`src/rtl/refsw_pkg.sv`:
```
package refsw_pkg;

  typedef enum logic [2:0] {
    MD_FREERUN    = 3'd0,
    MD_NORMAL     = 3'd1,
    MD_SHORT_HOLD = 3'd2,
    MD_AUTO_HOLD  = 3'd3,
    MD_MAN_HOLD   = 3'd4
  } sw_mode_e;

  localparam logic [1:0] MSEL_AUTO = 2'b00;
  localparam logic [1:0] MSEL_HOLD = 2'b01;

  function automatic logic is_hold(input sw_mode_e m);
    return (m == MD_SHORT_HOLD) || (m == MD_AUTO_HOLD) || (m == MD_MAN_HOLD);
  endfunction

endpackage

```
`src/rtl/refsw_sel_sync.sv`:
```
module refsw_sel_sync #(
  parameter int STAGES = 2
) (
  input  logic clk,
  input  logic rst,
  input  logic sel_pin,
  output logic sel_level,
  output logic sel_toggle
);
  logic [STAGES-1:0] chain;
  logic              last_q;

  always_ff @(posedge clk) begin
    if (rst) chain[0] <= 1'b0;
    else     chain[0] <= sel_pin;
  end

  genvar gi;
  generate
    for (gi = 1; gi < STAGES; gi++) begin : g_stage
      always_ff @(posedge clk) begin
        if (rst) chain[gi] <= 1'b0;
        else     chain[gi] <= chain[gi-1];
      end
    end
  endgenerate

  always_ff @(posedge clk) begin
    if (rst) last_q <= 1'b0;
    else     last_q <= chain[STAGES-1];
  end

  assign sel_level  = chain[STAGES-1];
  assign sel_toggle = chain[STAGES-1] ^ last_q;
endmodule

```
`src/rtl/refsw_dwell_timer.sv`:
```
module refsw_dwell_timer #(
  parameter int DWELL_CYC = 50000
) (
  input  logic clk,
  input  logic rst,
  input  logic start,
  input  logic keep,
  output logic done
);
  localparam int CW = (DWELL_CYC > 2) ? $clog2(DWELL_CYC) : 1;
  localparam logic [CW-1:0] LOAD = CW'(DWELL_CYC - 1);

  logic [CW-1:0] cnt;
  logic          run;

  always_ff @(posedge clk) begin
    if (rst) begin
      cnt <= '0;
      run <= 1'b0;
    end else if (start) begin
      cnt <= LOAD;
      run <= 1'b1;
    end else if (run && keep && cnt != '0) begin
      cnt <= cnt - 1'b1;
    end else begin
      run <= 1'b0;
    end
  end

  assign done = run && (cnt == '0);


  dwell_range_chk: assert property (@(posedge clk) disable iff (rst)
    cnt <= LOAD);

  dwell_load_chk: assert property (@(posedge clk) disable iff (rst)
    start |=> (run && cnt == LOAD));
endmodule

```
`src/rtl/refsw_mode_fsm.sv`:
```
module refsw_mode_fsm
  import refsw_pkg::*;
(
  input  logic       clk,
  input  logic       rst,
  input  logic       sel_level,
  input  logic       sel_toggle,
  input  logic       ref_invalid,
  input  logic       tie_pin,
  input  logic [1:0] mode_sel,
  input  logic       dwell_done,
  output logic       dwell_start,
  output logic       dwell_keep,
  output logic       active_ref,
  output logic       tie_auto_en,
  output logic       hold_req,
  output logic       freeze_stb,
  output logic       st_normal,
  output logic       st_holdover,
  output logic       st_freerun
);
  sw_mode_e state, nxt;
  logic     ref_n, tie_n;

  always_comb begin
    nxt         = state;
    ref_n       = active_ref;
    tie_n       = tie_auto_en;
    dwell_start = 1'b0;
    if (mode_sel[1]) begin
      nxt = MD_FREERUN;
    end else if (mode_sel == MSEL_HOLD) begin
      nxt = MD_MAN_HOLD;
    end else begin
      unique case (state)
        MD_FREERUN: if (!ref_invalid) begin
          nxt   = MD_NORMAL;
          ref_n = sel_level;
        end
        MD_NORMAL: begin
          if (ref_invalid) begin
            nxt = MD_AUTO_HOLD;
          end else if (sel_toggle) begin
            nxt         = MD_SHORT_HOLD;
            tie_n       = 1'b0;
            dwell_start = 1'b1;
          end
        end
        MD_SHORT_HOLD: begin
          if (sel_toggle) begin
            dwell_start = 1'b1;
          end else if (dwell_done) begin
            nxt   = MD_NORMAL;
            ref_n = sel_level;
            tie_n = tie_pin;
          end
        end
        MD_AUTO_HOLD: if (!ref_invalid) begin
          nxt   = MD_NORMAL;
          ref_n = sel_level;
        end
        MD_MAN_HOLD: begin
          if (ref_invalid) begin
            nxt = MD_AUTO_HOLD;
          end else begin
            nxt   = MD_NORMAL;
            ref_n = sel_level;
          end
        end
        default: nxt = MD_FREERUN;
      endcase
    end
  end

  assign dwell_keep = (nxt == MD_SHORT_HOLD);

  always_ff @(posedge clk) begin
    if (rst) begin
      state       <= MD_FREERUN;
      active_ref  <= 1'b0;
      tie_auto_en <= 1'b0;
      hold_req    <= 1'b0;
      freeze_stb  <= 1'b0;
      st_normal   <= 1'b0;
      st_holdover <= 1'b0;
      st_freerun  <= 1'b1;
    end else begin
      state       <= nxt;
      active_ref  <= ref_n;
      tie_auto_en <= tie_n;
      hold_req    <= is_hold(nxt);
      freeze_stb  <= (state == MD_NORMAL) && is_hold(nxt);
      st_normal   <= (nxt == MD_NORMAL);
      st_holdover <= is_hold(nxt);
      st_freerun  <= (nxt == MD_FREERUN);
    end
  end


  one_status_chk: assert property (@(posedge clk) disable iff (rst)
    $countones({st_normal, st_holdover, st_freerun}) == 1);

  hold_match_chk: assert property (@(posedge clk) disable iff (rst)
    hold_req == st_holdover);

  freeze_pulse_chk: assert property (@(posedge clk) disable iff (rst)
    freeze_stb |=> !freeze_stb);

  freeze_entry_chk: assert property (@(posedge clk) disable iff (rst)
    freeze_stb |-> (st_holdover && $past(st_normal)));

  force_freerun_chk: assert property (@(posedge clk) disable iff (rst)
    mode_sel[1] |=> st_freerun);

  s4_entry_chk: assert property (@(posedge clk) disable iff (rst)
    (st_normal && sel_toggle && !ref_invalid && mode_sel == MSEL_AUTO)
      |=> (st_holdover && !tie_auto_en && $stable(active_ref)));

  ref_change_chk: assert property (@(posedge clk) disable iff (rst)
    !$stable(active_ref) |-> st_normal);
endmodule

```
`src/rtl/refsw_mode_ctrl.sv`:
```
module refsw_mode_ctrl #(
  parameter int DWELL_CYC   = 50000,
  parameter int SYNC_STAGES = 2
) (
  input  logic       clk,
  input  logic       rst,
  input  logic       sel_pin,
  input  logic       ref_invalid,
  input  logic       tie_pin,
  input  logic [1:0] mode_sel,
  output logic       active_ref,
  output logic       tie_auto_en,
  output logic       hold_req,
  output logic       freeze_stb,
  output logic       st_normal,
  output logic       st_holdover,
  output logic       st_freerun
);
  logic sel_level, sel_toggle;
  logic dwell_start, dwell_keep, dwell_done;

  refsw_sel_sync #(.STAGES(SYNC_STAGES)) u_sync (
    .clk(clk), .rst(rst), .sel_pin(sel_pin),
    .sel_level(sel_level), .sel_toggle(sel_toggle)
  );

  refsw_dwell_timer #(.DWELL_CYC(DWELL_CYC)) u_dwell (
    .clk(clk), .rst(rst), .start(dwell_start), .keep(dwell_keep),
    .done(dwell_done)
  );

  refsw_mode_fsm u_fsm (
    .clk(clk), .rst(rst),
    .sel_level(sel_level), .sel_toggle(sel_toggle),
    .ref_invalid(ref_invalid), .tie_pin(tie_pin), .mode_sel(mode_sel),
    .dwell_done(dwell_done), .dwell_start(dwell_start), .dwell_keep(dwell_keep),
    .active_ref(active_ref), .tie_auto_en(tie_auto_en), .hold_req(hold_req),
    .freeze_stb(freeze_stb), .st_normal(st_normal), .st_holdover(st_holdover),
    .st_freerun(st_freerun)
  );
endmodule

```
`config.mk`:
```
export PLATFORM = sky130hd
export DESIGN_NAME = refsw_mode_ctrl
export DESIGN_NICKNAME = d
export VERILOG_FILES = /design/src/rtl/refsw_pkg.sv /design/src/rtl/refsw_sel_sync.sv /design/src/rtl/refsw_dwell_timer.sv /design/src/rtl/refsw_mode_fsm.sv /design/src/rtl/refsw_mode_ctrl.sv
export SDC_FILE = /design/constraint.sdc
export NUM_CORES = 1
export LEC_CHECK = 0
export BUFFER_PORTS_ARGS = -buffer_cell sky130_fd_sc_hd__buf_2
export CAP_MARGIN = 20
export CELL_PAD_IN_SITES_DETAIL_PLACEMENT = 1
export CELL_PAD_IN_SITES_GLOBAL_PLACEMENT = 2
export CORE_ASPECT_RATIO = 1.1
export CORE_MARGIN = 3
export CORE_UTILIZATION = 39
export DETAILED_ROUTE_END_ITERATION = 12
export PLACE_DENSITY = 0.9
export SLEW_MARGIN = 15
export SYNTH_ARGS = -nofsm -noshare
export SYNTH_HDL_FRONTEND = slang
export SYNTH_SLANG_ARGS = --single-unit
```
`constraint.sdc`:
```
create_clock -name clk -period 2.9 [get_ports clk]
set_clock_uncertainty 0.05 [all_clocks]
set_input_delay 0.145 -clock clk [delete_from_list [all_inputs] [get_ports clk]]
set_output_delay 0.145 -clock clk [all_outputs]
set_load 0.02 [all_outputs]
```
[Word-level counts from Yosys, hierarchy flattened]
Cells that the tools add are included.
Word-level totals
  register bits: 29
  bits of input ports: 7
  word-level logic and storage cells: 77
Operators by class
  add/sub/neg operators: 1
  eq/ne operators: 15
  muxes and demuxes: 27
  bitwise operators: 3
  reduce and logical (&&, ||, !) cells: 18
Operators with widths (count)
  $mux W16: 2
  $mux W3: 7
  $logic_not A16 Y1: 1
  $reduce_bool A16 Y1: 1
  $sub A16 B1 Y16 const B: 1
  $mux W1: 13
  $eq A3 B2 Y1 const B: 4
  $ne A2 B2 Y1 const B: 6
  $pmux W3 S4: 1
  $reduce_and A7 Y1: 1
  $eq A3 B1 Y1 const B: 2
  $eq A3 B3 Y1 const B: 2
  $logic_not A3 Y1: 2
  $pmux W1 S2: 3
  $reduce_and A6 Y1: 1
  $reduce_bool A2 Y1: 3
  $logic_and A1 B1 Y1: 4
  $reduce_or A2 Y1: 2
  $reduce_or A3 Y1: 1
  $eq A2 B1 Y1 const B: 1
  $logic_or A1 B1 Y1: 2
  $mux W2: 1
  $not A1 Y1: 2
  $xor A1 B1 Y1: 1

[Logic depth before layout (Yosys ltp)]
Gate-level depths: netlist of run 1.
  depth after elaboration: 12
  gate-level depth with buffers: 8

[Modules after synthesis]
A second synthesis of run 1 with hierarchy kept.
Second synthesis, totals
  cell total of the unflattened synthesis: 191
  area total of the unflattened synthesis: 1655.3 sq um
Modules (own cells, without submodules)
  refsw_dwell_timer: times used 1, cells an instance 125, area each 1028.5 sq um, seq. area each 340.3 sq um
  refsw_mode_fsm: times used 1, cells an instance 59, area each 539.3 sq um, seq. area each 180.2 sq um
  refsw_sel_sync: times used 1, cells an instance 7, area each 87.6 sq um, seq. area each 60.1 sq um

[Worst setup path after synthesis of run 1]
No wires, ideal clock.
  path kind: register to register
  from: register u_dwell.cnt[0]
  to: register u_fsm.active_ref
  setup time: 0.121 ns
  arrival: 1.693 ns
  required time: 2.729 ns
  slack: 1.036 ns
  cell stages (with the launch flop): 8
  path buffers: 0
  path through: dfxtp_1 > inv_1 > ha_1 > nor4b_1 > and4_1 > nand4_1 > a21oi_1 > mux2_2
Between the ends
  longest elaborated chain between the ends: 4
Ends and longest elaborated chain
  start: declaration: line refsw_dwell_timer.sv:13  | logic [CW-1:0] cnt;
  start signal: assignment: line refsw_dwell_timer.sv:24  | cnt <= cnt - 1'b1;
  $logic_not A16 Y1: line refsw_dwell_timer.sv:30  | assign done = run && (cnt == '0);
  $logic_and A1 B1 Y1: line refsw_dwell_timer.sv:30
  $ne A2 B2 Y1 (no source line)
  $reduce_and A6 Y1 (no source line)
  end signal: assignment: line refsw_mode_fsm.sv:89  | active_ref <= ref_n;
  end: declaration: line refsw_mode_fsm.sv:14  | output logic active_ref,
Every way passes these cells.
A chain may end at the register's enable or synchronous reset.

[Worst setup path after layout of run 1]
  from: register u_dwell.cnt[1]
  to: register u_fsm.st_normal
Between the ends
  longest elaborated chain between the ends: 8
Ends and longest elaborated chain
  $logic_not A16 Y1: line refsw_dwell_timer.sv:30
  $logic_and A1 B1 Y1: line refsw_dwell_timer.sv:30
  $mux W3: line refsw_mode_fsm.sv:52  | end else if (dwell_done) begin
  $mux W3: line refsw_mode_fsm.sv:50  | if (sel_toggle) begin
  $pmux W3 S4: line refsw_mode_fsm.sv:35  | unique case (state)
  $mux W3: line refsw_mode_fsm.sv:32  | end else if (mode_sel == MSEL_HOLD) begin
  $mux W3: line refsw_mode_fsm.sv:30  | if (mode_sel[1]) begin
  $eq A3 B1 Y1: line refsw_mode_fsm.sv:93  | st_normal <= (nxt == MD_NORMAL);
  end signal: assignment: line refsw_mode_fsm.sv:93
  end: declaration: line refsw_mode_fsm.sv:18  | output logic st_normal,
Every way passes these cells.

==> impl_metrics.py, run 1 <==
metrics = {
    "critical_path": {
        "timing.critical_path.to_type": "flip-flop",
        "worst_ep_arrival_time_ns": 2.43,
        "crit_type": "reg2reg",
        "setup.reg_to_reg.worst_slack_ns": 0.64,
        "start_kind": "flip-flop",
        "path_max_fanout": 3,
        "worstPathRequired_ns": 3.07,
    },
    "detailed_routing": {
        "wirelength_um": 4440,
        "routedWlPerCell_um": 17.6,
        "detail_route.drc_violations": 0,
        "top_routing_layer_used": "met4",
        "routed-wl-met2_um": 2200,
        "routed-wl-met3_um": 162,
        "dr.first_iter.drc_count": 63,
        "m1WireLength_um": 1960,
        "ant_nets": 0,
        "via_per_inst": 6.02,
        "drtPass1Iterations": 4,
        "vias": 1516,
    },
    "global_route": {
        "global_route.overflow_total": 0,
        "gr-usage-all-layers_pct": 19.9,
        "grt_max_degree": 26,
        "first_global_vias": 1505,
        "grt_first_pass_wirelength_um": 7380,
        "grt_antenna_before_repair": 0,
    },
    "synth": {
        "synthSimpleGateAreaFrac_pct": 34.1,
        "syn_nets": 197,
        "count_of_flip_flops_with_a_built_in_enable_after_synthesis": 0,
        "post_synth_main_area_contributors": "dfxtp_1, or3_1, mux2i_1, nor2_1, and2_1",
        "synth.mux.area_fraction_pct": 4.37,
        "synth-seq-cells": 29,
        "synth_area_per_cell_um2": 8.67,
        "synth.largest_area_cell": "dfxtp_1",
        "synth_cells": 188,
        "synth_top_family_by_area": "simple AND/OR/NAND/NOR gates",
        "yosysTopAreaCellShare_pct": 35.6,
        "complex_gate_fraction_of_the_synthesized_area_pct": 17.9,
        "synth.yosys.warnings": 0,
        "synth.cell_area_mm2": 0.00163,
        "synth_ff_type": "dfxtp_1",
        "post_synth_xor_area_fraction_pct": 1.61,
        "synth_fa_ha_area_share_pct": 1.53,
        "synth_seq_area_share_pct": 35.6,
        "async_flop_share_pct": 0,
        "yosysUniqueCellTypes": 50,
    },
    "cts": {
        "postCtsResizedCells": 0,
        "clock_sink_count": 29,
        "cts_inserted_buffers": 5,
        "post_cts_buffers": 0,
        "cts-root-buf": "clkbuf_8",
        "cts_max_path_buffers": 2,
        "clk_transition_reported_paths_ns": 0.06,
        "clock_tree.htree_level_count": 2,
        "cts_hold_buf": 0,
        "clock_tree_from_tritoncts": "yes",
        "clk_latency_ns": 0.28,
    },
    "timing": {
        "relSlewSlack_pct": 56.5,
        "hold_violations": 0,
        "post_route_fraction_of_the_period_consumed_by_the_critical_path_pct": 78.0,
        "tightest_slew_ns": 0.651,
        "grt_setup_unrepaired": "no",
        "period_minus_slack_ns": 2.26,
        "setup-tns-final_ns": 0,
        "finalSetupViolations": 0,
        "setup_slack_ns": 0.639,
        "final_max_slew_viol_count": 0,
        "max_clock_freq_ghz": 0.442,
    },
    "hold_path": {
        "hp-class": "in2reg",
    },
    "finish": {
        "layout.core_utilization_pct": 45.7,
        "post-route-cell-area_mm2": 0.00183,
        "diodes_inserted": 0,
        "n_fill_cell": 483,
        "layout.nets": 208,
        "layout-area-overhead-vs-synth_pct": 12.0,
        "post_route_cells_drive_above_1_share_pct": 15.5,
    },
    "power": {
        "peakVddDrop_mv": 0.281,
        "design_power_total_uw": 830,
        "leakage_power_figure_nw": 0.704,
        "power.density_mw_per_mm2": 455,
    },
    "flow_run": {
        "maxCapViolCount": 0,
    },
    "floorplan": {
        "effective_utilization_at_floorplan_pct": 40.8,
        "chipHeight_um": 73.8,
        "i_o_pin_cnt": 14,
        "fp.dieW_um": 67.6,
        "rows": 24,
        "core_area_mm2": 0.00399,
        "dieArea_mm2": 0.00499,
    },
    "status": {
        "status": "finished, final reports clean",
    },
    "place": {
        "dp_hpwl_um": 3360,
        "global_placer_s_final_weighted_congestion": 0.795,
        "place_worst_setup_slack_ns": 0.621,
        "dpl_cell_area_mm2": 0.00173,
        "port_buffers": 13,
    },
}
[synthesized netlist by cell type, types with 6 or more instances]
cell type,n
dfxtp_1,29
nor2_1,15
nand2_1,10
or3_1,10
and2_1,7
nand4_1,7
nor2b_1,7
a31oi_1,6
inv_1,6
mux2i_1,6
nor3_1,6
nor4_1,6
[cell usage in the layout (no fill, tap or decap), types with 5 or more instances in the layout]
cell / instances
or3_1: 10
dfxtp_1: 29
inv_1: 6
buf_2: 13
or4_1: 5
nor4_1: 6
clkbuf_8: 7
nor2_1: 15
a31oi_1: 6
nand4_1: 7
a21oi_1: 5
nor2b_1: 7
and2_1: 7
nand2_1: 10
mux2i_1: 6
nor3_1: 6
[cell families (layout without fill, tap and decap cells)]
group / Yosys count / after routing
multiplexers: 7 / 7
AO/OA/AOI/OAI: 36 / 36
AND/OR/NAND/NOR: 94 / 94
flip-flops: 29 / 29
buffers and inverters: 17 / 29
adder cells (fa/ha/maj): 2 / 2
XOR/XNOR: 3 / 3
[layer usage]
metal,track usage (%),vias to the layer above
met1,23.8,744
met5,0,-
met3,5.96,10
met2,32.2,34
li1,-,728
met4,9.46,0
[per-stage QoR]
step / cells / hold WS (ns)
after floorplan: 188 / 0.175
final: 252 / 0.0288
after global placement: 244 / 0.315
after CTS: 252 / 0.0213
after global routing: 252 / 0.0397
after detailed placement: 244 / 0.319
[cell type report]
class	count	area, um2	area share, %
Timing Repair Buffer	15	80.1	4.38
Clock inverter	1	5.00	0.274
Clock buffer	7	96.3	5.27
Sequential cell	29	581	31.8
Tap cell	52	65.1	3.56
Inverter	6	22.5	1.23
Multi-Input combinational cell	142	977	53.5
[worst max-delay path, cell delays in order, from the launching register on]
cell and delay [ns]:
dfxtp_1 0.32, inv_1 0.11, ha_1 0.17, nor4b_1 0.37
and4_1 0.31, nand4_1 0.21, a2111oi_4 0.48, and2_1 0.17
[path summary, 6_finish.rpt]
check | depth (start not counted) | startpoint | end
min | 2 | sel_pin | u_sync.chain[0]
max | 7 | u_dwell.cnt[1] | u_fsm.st_normal
min reg2reg | 1 | u_sync.chain[0] | u_sync.sel_level
max reg2reg | 7 | u_dwell.cnt[1] | u_fsm.st_normal
[state kept, by name, summed over array words and instances (netlist names)]
name               count
u_fsm.freeze_stb       1
u_fsm.hold_req         1
u_fsm.st_freerun       1
u_fsm.tie_auto_en      1
u_fsm.st_normal        1
u_sync.chain           1
u_fsm.state            3
u_sync.last_q          1
u_dwell.cnt           16
u_dwell.run            1
u_sync.sel_level       1
u_fsm.active_ref       1
[report_power, final]
group          switching (mW)  internal, mW
registers             0.00507         0.404
clock network           0.147         0.214
logic                  0.0391        0.0207
total                   0.192         0.639
Note: power is estimated with default switching activity, not from simulation.
==> inputs of run 2 (changes only) <==
- CORE_UTILIZATION: 39 -> 36
- PLACE_DENSITY: 0.9 -> 0.84
- clock period: 2.9 -> 2.15 ns (I/O delays scaled with it)
==> impl_metrics.py, run 2 (synthesis gave the netlist of run 1 again) <==
metrics = {
    "detailed_routing": {
        "detail_route.drc_violations": 0,
        "ant_nets": 0,
        "drtPass1Iterations": 4,
        "vias": 1581,
        "routedWlPerCell_um": 17.7,
        "wirelength_um": 4690,
        "via_per_inst": 5.97,
        "dr.first_iter.drc_count": 62,
    },
    "finish": {
        "post_route_cells_drive_above_1_share_pct": 24.2,
        "layout.cells.most_common": "dfxtp_1",
        "n_fill_cell": 512,
        "layout.core_utilization_pct": 45.8,
        "largest_register_ffs": 16,
        "diodes_inserted": 0,
        "multiInputGateArea_mm2": 0.00103,
        "largestRegisters": "u_dwell.cnt: 16 flops, u_fsm.state: 3 flops",
        "layout-area-overhead-vs-synth_pct": 22.2,
        "final_cell_mix": "dfxtp_1, nor2_1, buf_2",
        "layout.nets": 219,
        "register_area_um2": 586,
        "finish.cell_count_without_fillers": 265,
        "top_register": "u_dwell.cnt",
    },
    "critical_path": {
        "timing.reg2reg.worst_path_depth": 7,
        "worstPathRequired_ns": 2.31,
        "timing.rr.end": "u_dwell.cnt[3]",
        "worst_ep_arrival_time_ns": 2.20,
        "setup.reg_to_reg.worst_slack_ns": 0.11,
        "reg2reg_from": "u_dwell.cnt[0]",
        "startpoint": "u_dwell.cnt[0]",
        "start_kind": "flip-flop",
        "path_max_fanout": 6,
        "crit_type": "reg2reg",
        "timing.critical_path.to_type": "flip-flop",
        "critical_path_capture_point": "u_dwell.cnt[3]",
    },
    "floorplan": {
        "effective_utilization_at_floorplan_pct": 37.5,
        "chipHeight_um": 76.6,
        "rows": 25,
        "core_area_mm2": 0.00435,
        "dieArea_mm2": 0.00537,
        "fp.dieW_um": 70.2,
        "i_o_pin_cnt": 14,
    },
    "status": {
        "status": "finished, final reports clean",
    },
    "timing": {
        "final_max_slew_viol_count": 0,
        "post_route_fraction_of_the_period_consumed_by_the_critical_path_pct": 94.9,
        "worst_hold_slack_ns": 0.0408,
        "period_minus_slack_ns": 2.04,
        "finalSetupViolations": 0,
        "hold_violations": 0,
        "tightest_slew_ns": 0.546,
        "relSlewSlack_pct": 63.5,
        "setup_slack_ns": 0.110,
        "max_clock_freq_ghz": 0.490,
        "setup-tns-final_ns": 0,
    },
    "cts": {
        "clock_tree_from_tritoncts": "yes",
        "clk_latency_ns": 0.29,
        "cts_max_path_buffers": 2,
        "cts_inserted_buffers": 5,
        "cts-root-buf": "clkbuf_8",
        "clock_tree.htree_level_count": 2,
        "clock_sink_count": 29,
        "clk_transition_reported_paths_ns": 0.06,
    },
    "power": {
        "peakVddDrop_mv": 0.361,
        "power.density_mw_per_mm2": 619,
        "leakage_power_figure_nw": 0.797,
    },
    "place": {
        "place_worst_setup_slack_ns": -0.0107,
        "dp_hpwl_um": 3190,
        "dp.cells": 251,
        "port_buffers": 13,
        "global_placer_s_final_weighted_congestion": 0.815,
    },
    "global_route": {
        "global_route.overflow_total": 0,
        "grt_max_degree": 26,
        "grt_antenna_before_repair": 0,
        "gr-usage-all-layers_pct": 17.9,
        "first_global_vias": 1557,
        "grt_first_pass_wirelength_um": 7650,
    },
    "hold_path": {
        "min_delay_path_depth": 2,
        "hp-class": "in2reg",
    },
    "flow_run": {
        "maxCapViolCount": 0,
    },
}
-- run 2: final cells by class --
type                            count  area share [%]
Tap cell                           54            3.39
Multi-Input combinational cell    142            51.9
Inverter                            6            1.13
Clock buffer                        7            4.33
Clock inverter                      1            1.51
Timing Repair Buffer               26            8.29
Sequential cell                    29            29.4
-- run 2: metrics by stage --
stage | total power, mW | instance area (um2)
6_report | 1.23 | 1990
5_1_grt | 1.28 | 1990
2_1_floorplan | 0.620 | 1630
4_1_cts | 1.24 | 1900
3_5_place_dp | 0.647 | 1770
3_3_place_gp | 0.644 | 1770
-- run 2: power by group --
group          switching, mW  leakage, nW  internal, mW
logic                 0.0569        0.502        0.0334
clock network          0.213       0.0585         0.377
registers            0.00755        0.237         0.545
total                  0.277        0.797         0.956
-- run 2: how the worst min path moves through the flow --
stage | start | to | slack [ns]
finish | mode_sel[0] | u_fsm.state[2] | 0.04
global route | mode_sel[0] | u_fsm.state[2] | 0.05
CTS | mode_sel[0] | u_fsm.state[2] | 0.03
detailed placement | sel_pin | u_sync.chain[0] | 0.27
global placement | sel_pin | u_sync.chain[0] | 0.28
floorplan | rst | u_sync.last_q | 0.14
-- run 2: critical path, cell delays in order (launching register included) --
cell and delay [ns]:
dfxtp_2 0.37, inv_1 0.08, ha_1 0.21, nor4b_4 0.13, nand4_1 0.20, nand4_1 0.29, or4_1 0.48, a31oi_1 0.16
-- run 2: timing repair --
action	in CTS	in global routing
resized for setup	3	11
buffers inserted	0	5
hold buffers	1	0
endpoints found under the hold margin	1	0
setup endpoints to repair	3	12
pin swaps	0	7
-- run 2: layer usage --
metal  global-route usage (%)  wire (um)
met2                     30.7       2440
met3                     4.22        141
met1                     21.8       2020
met4                     6.13         90
met5                        0          0
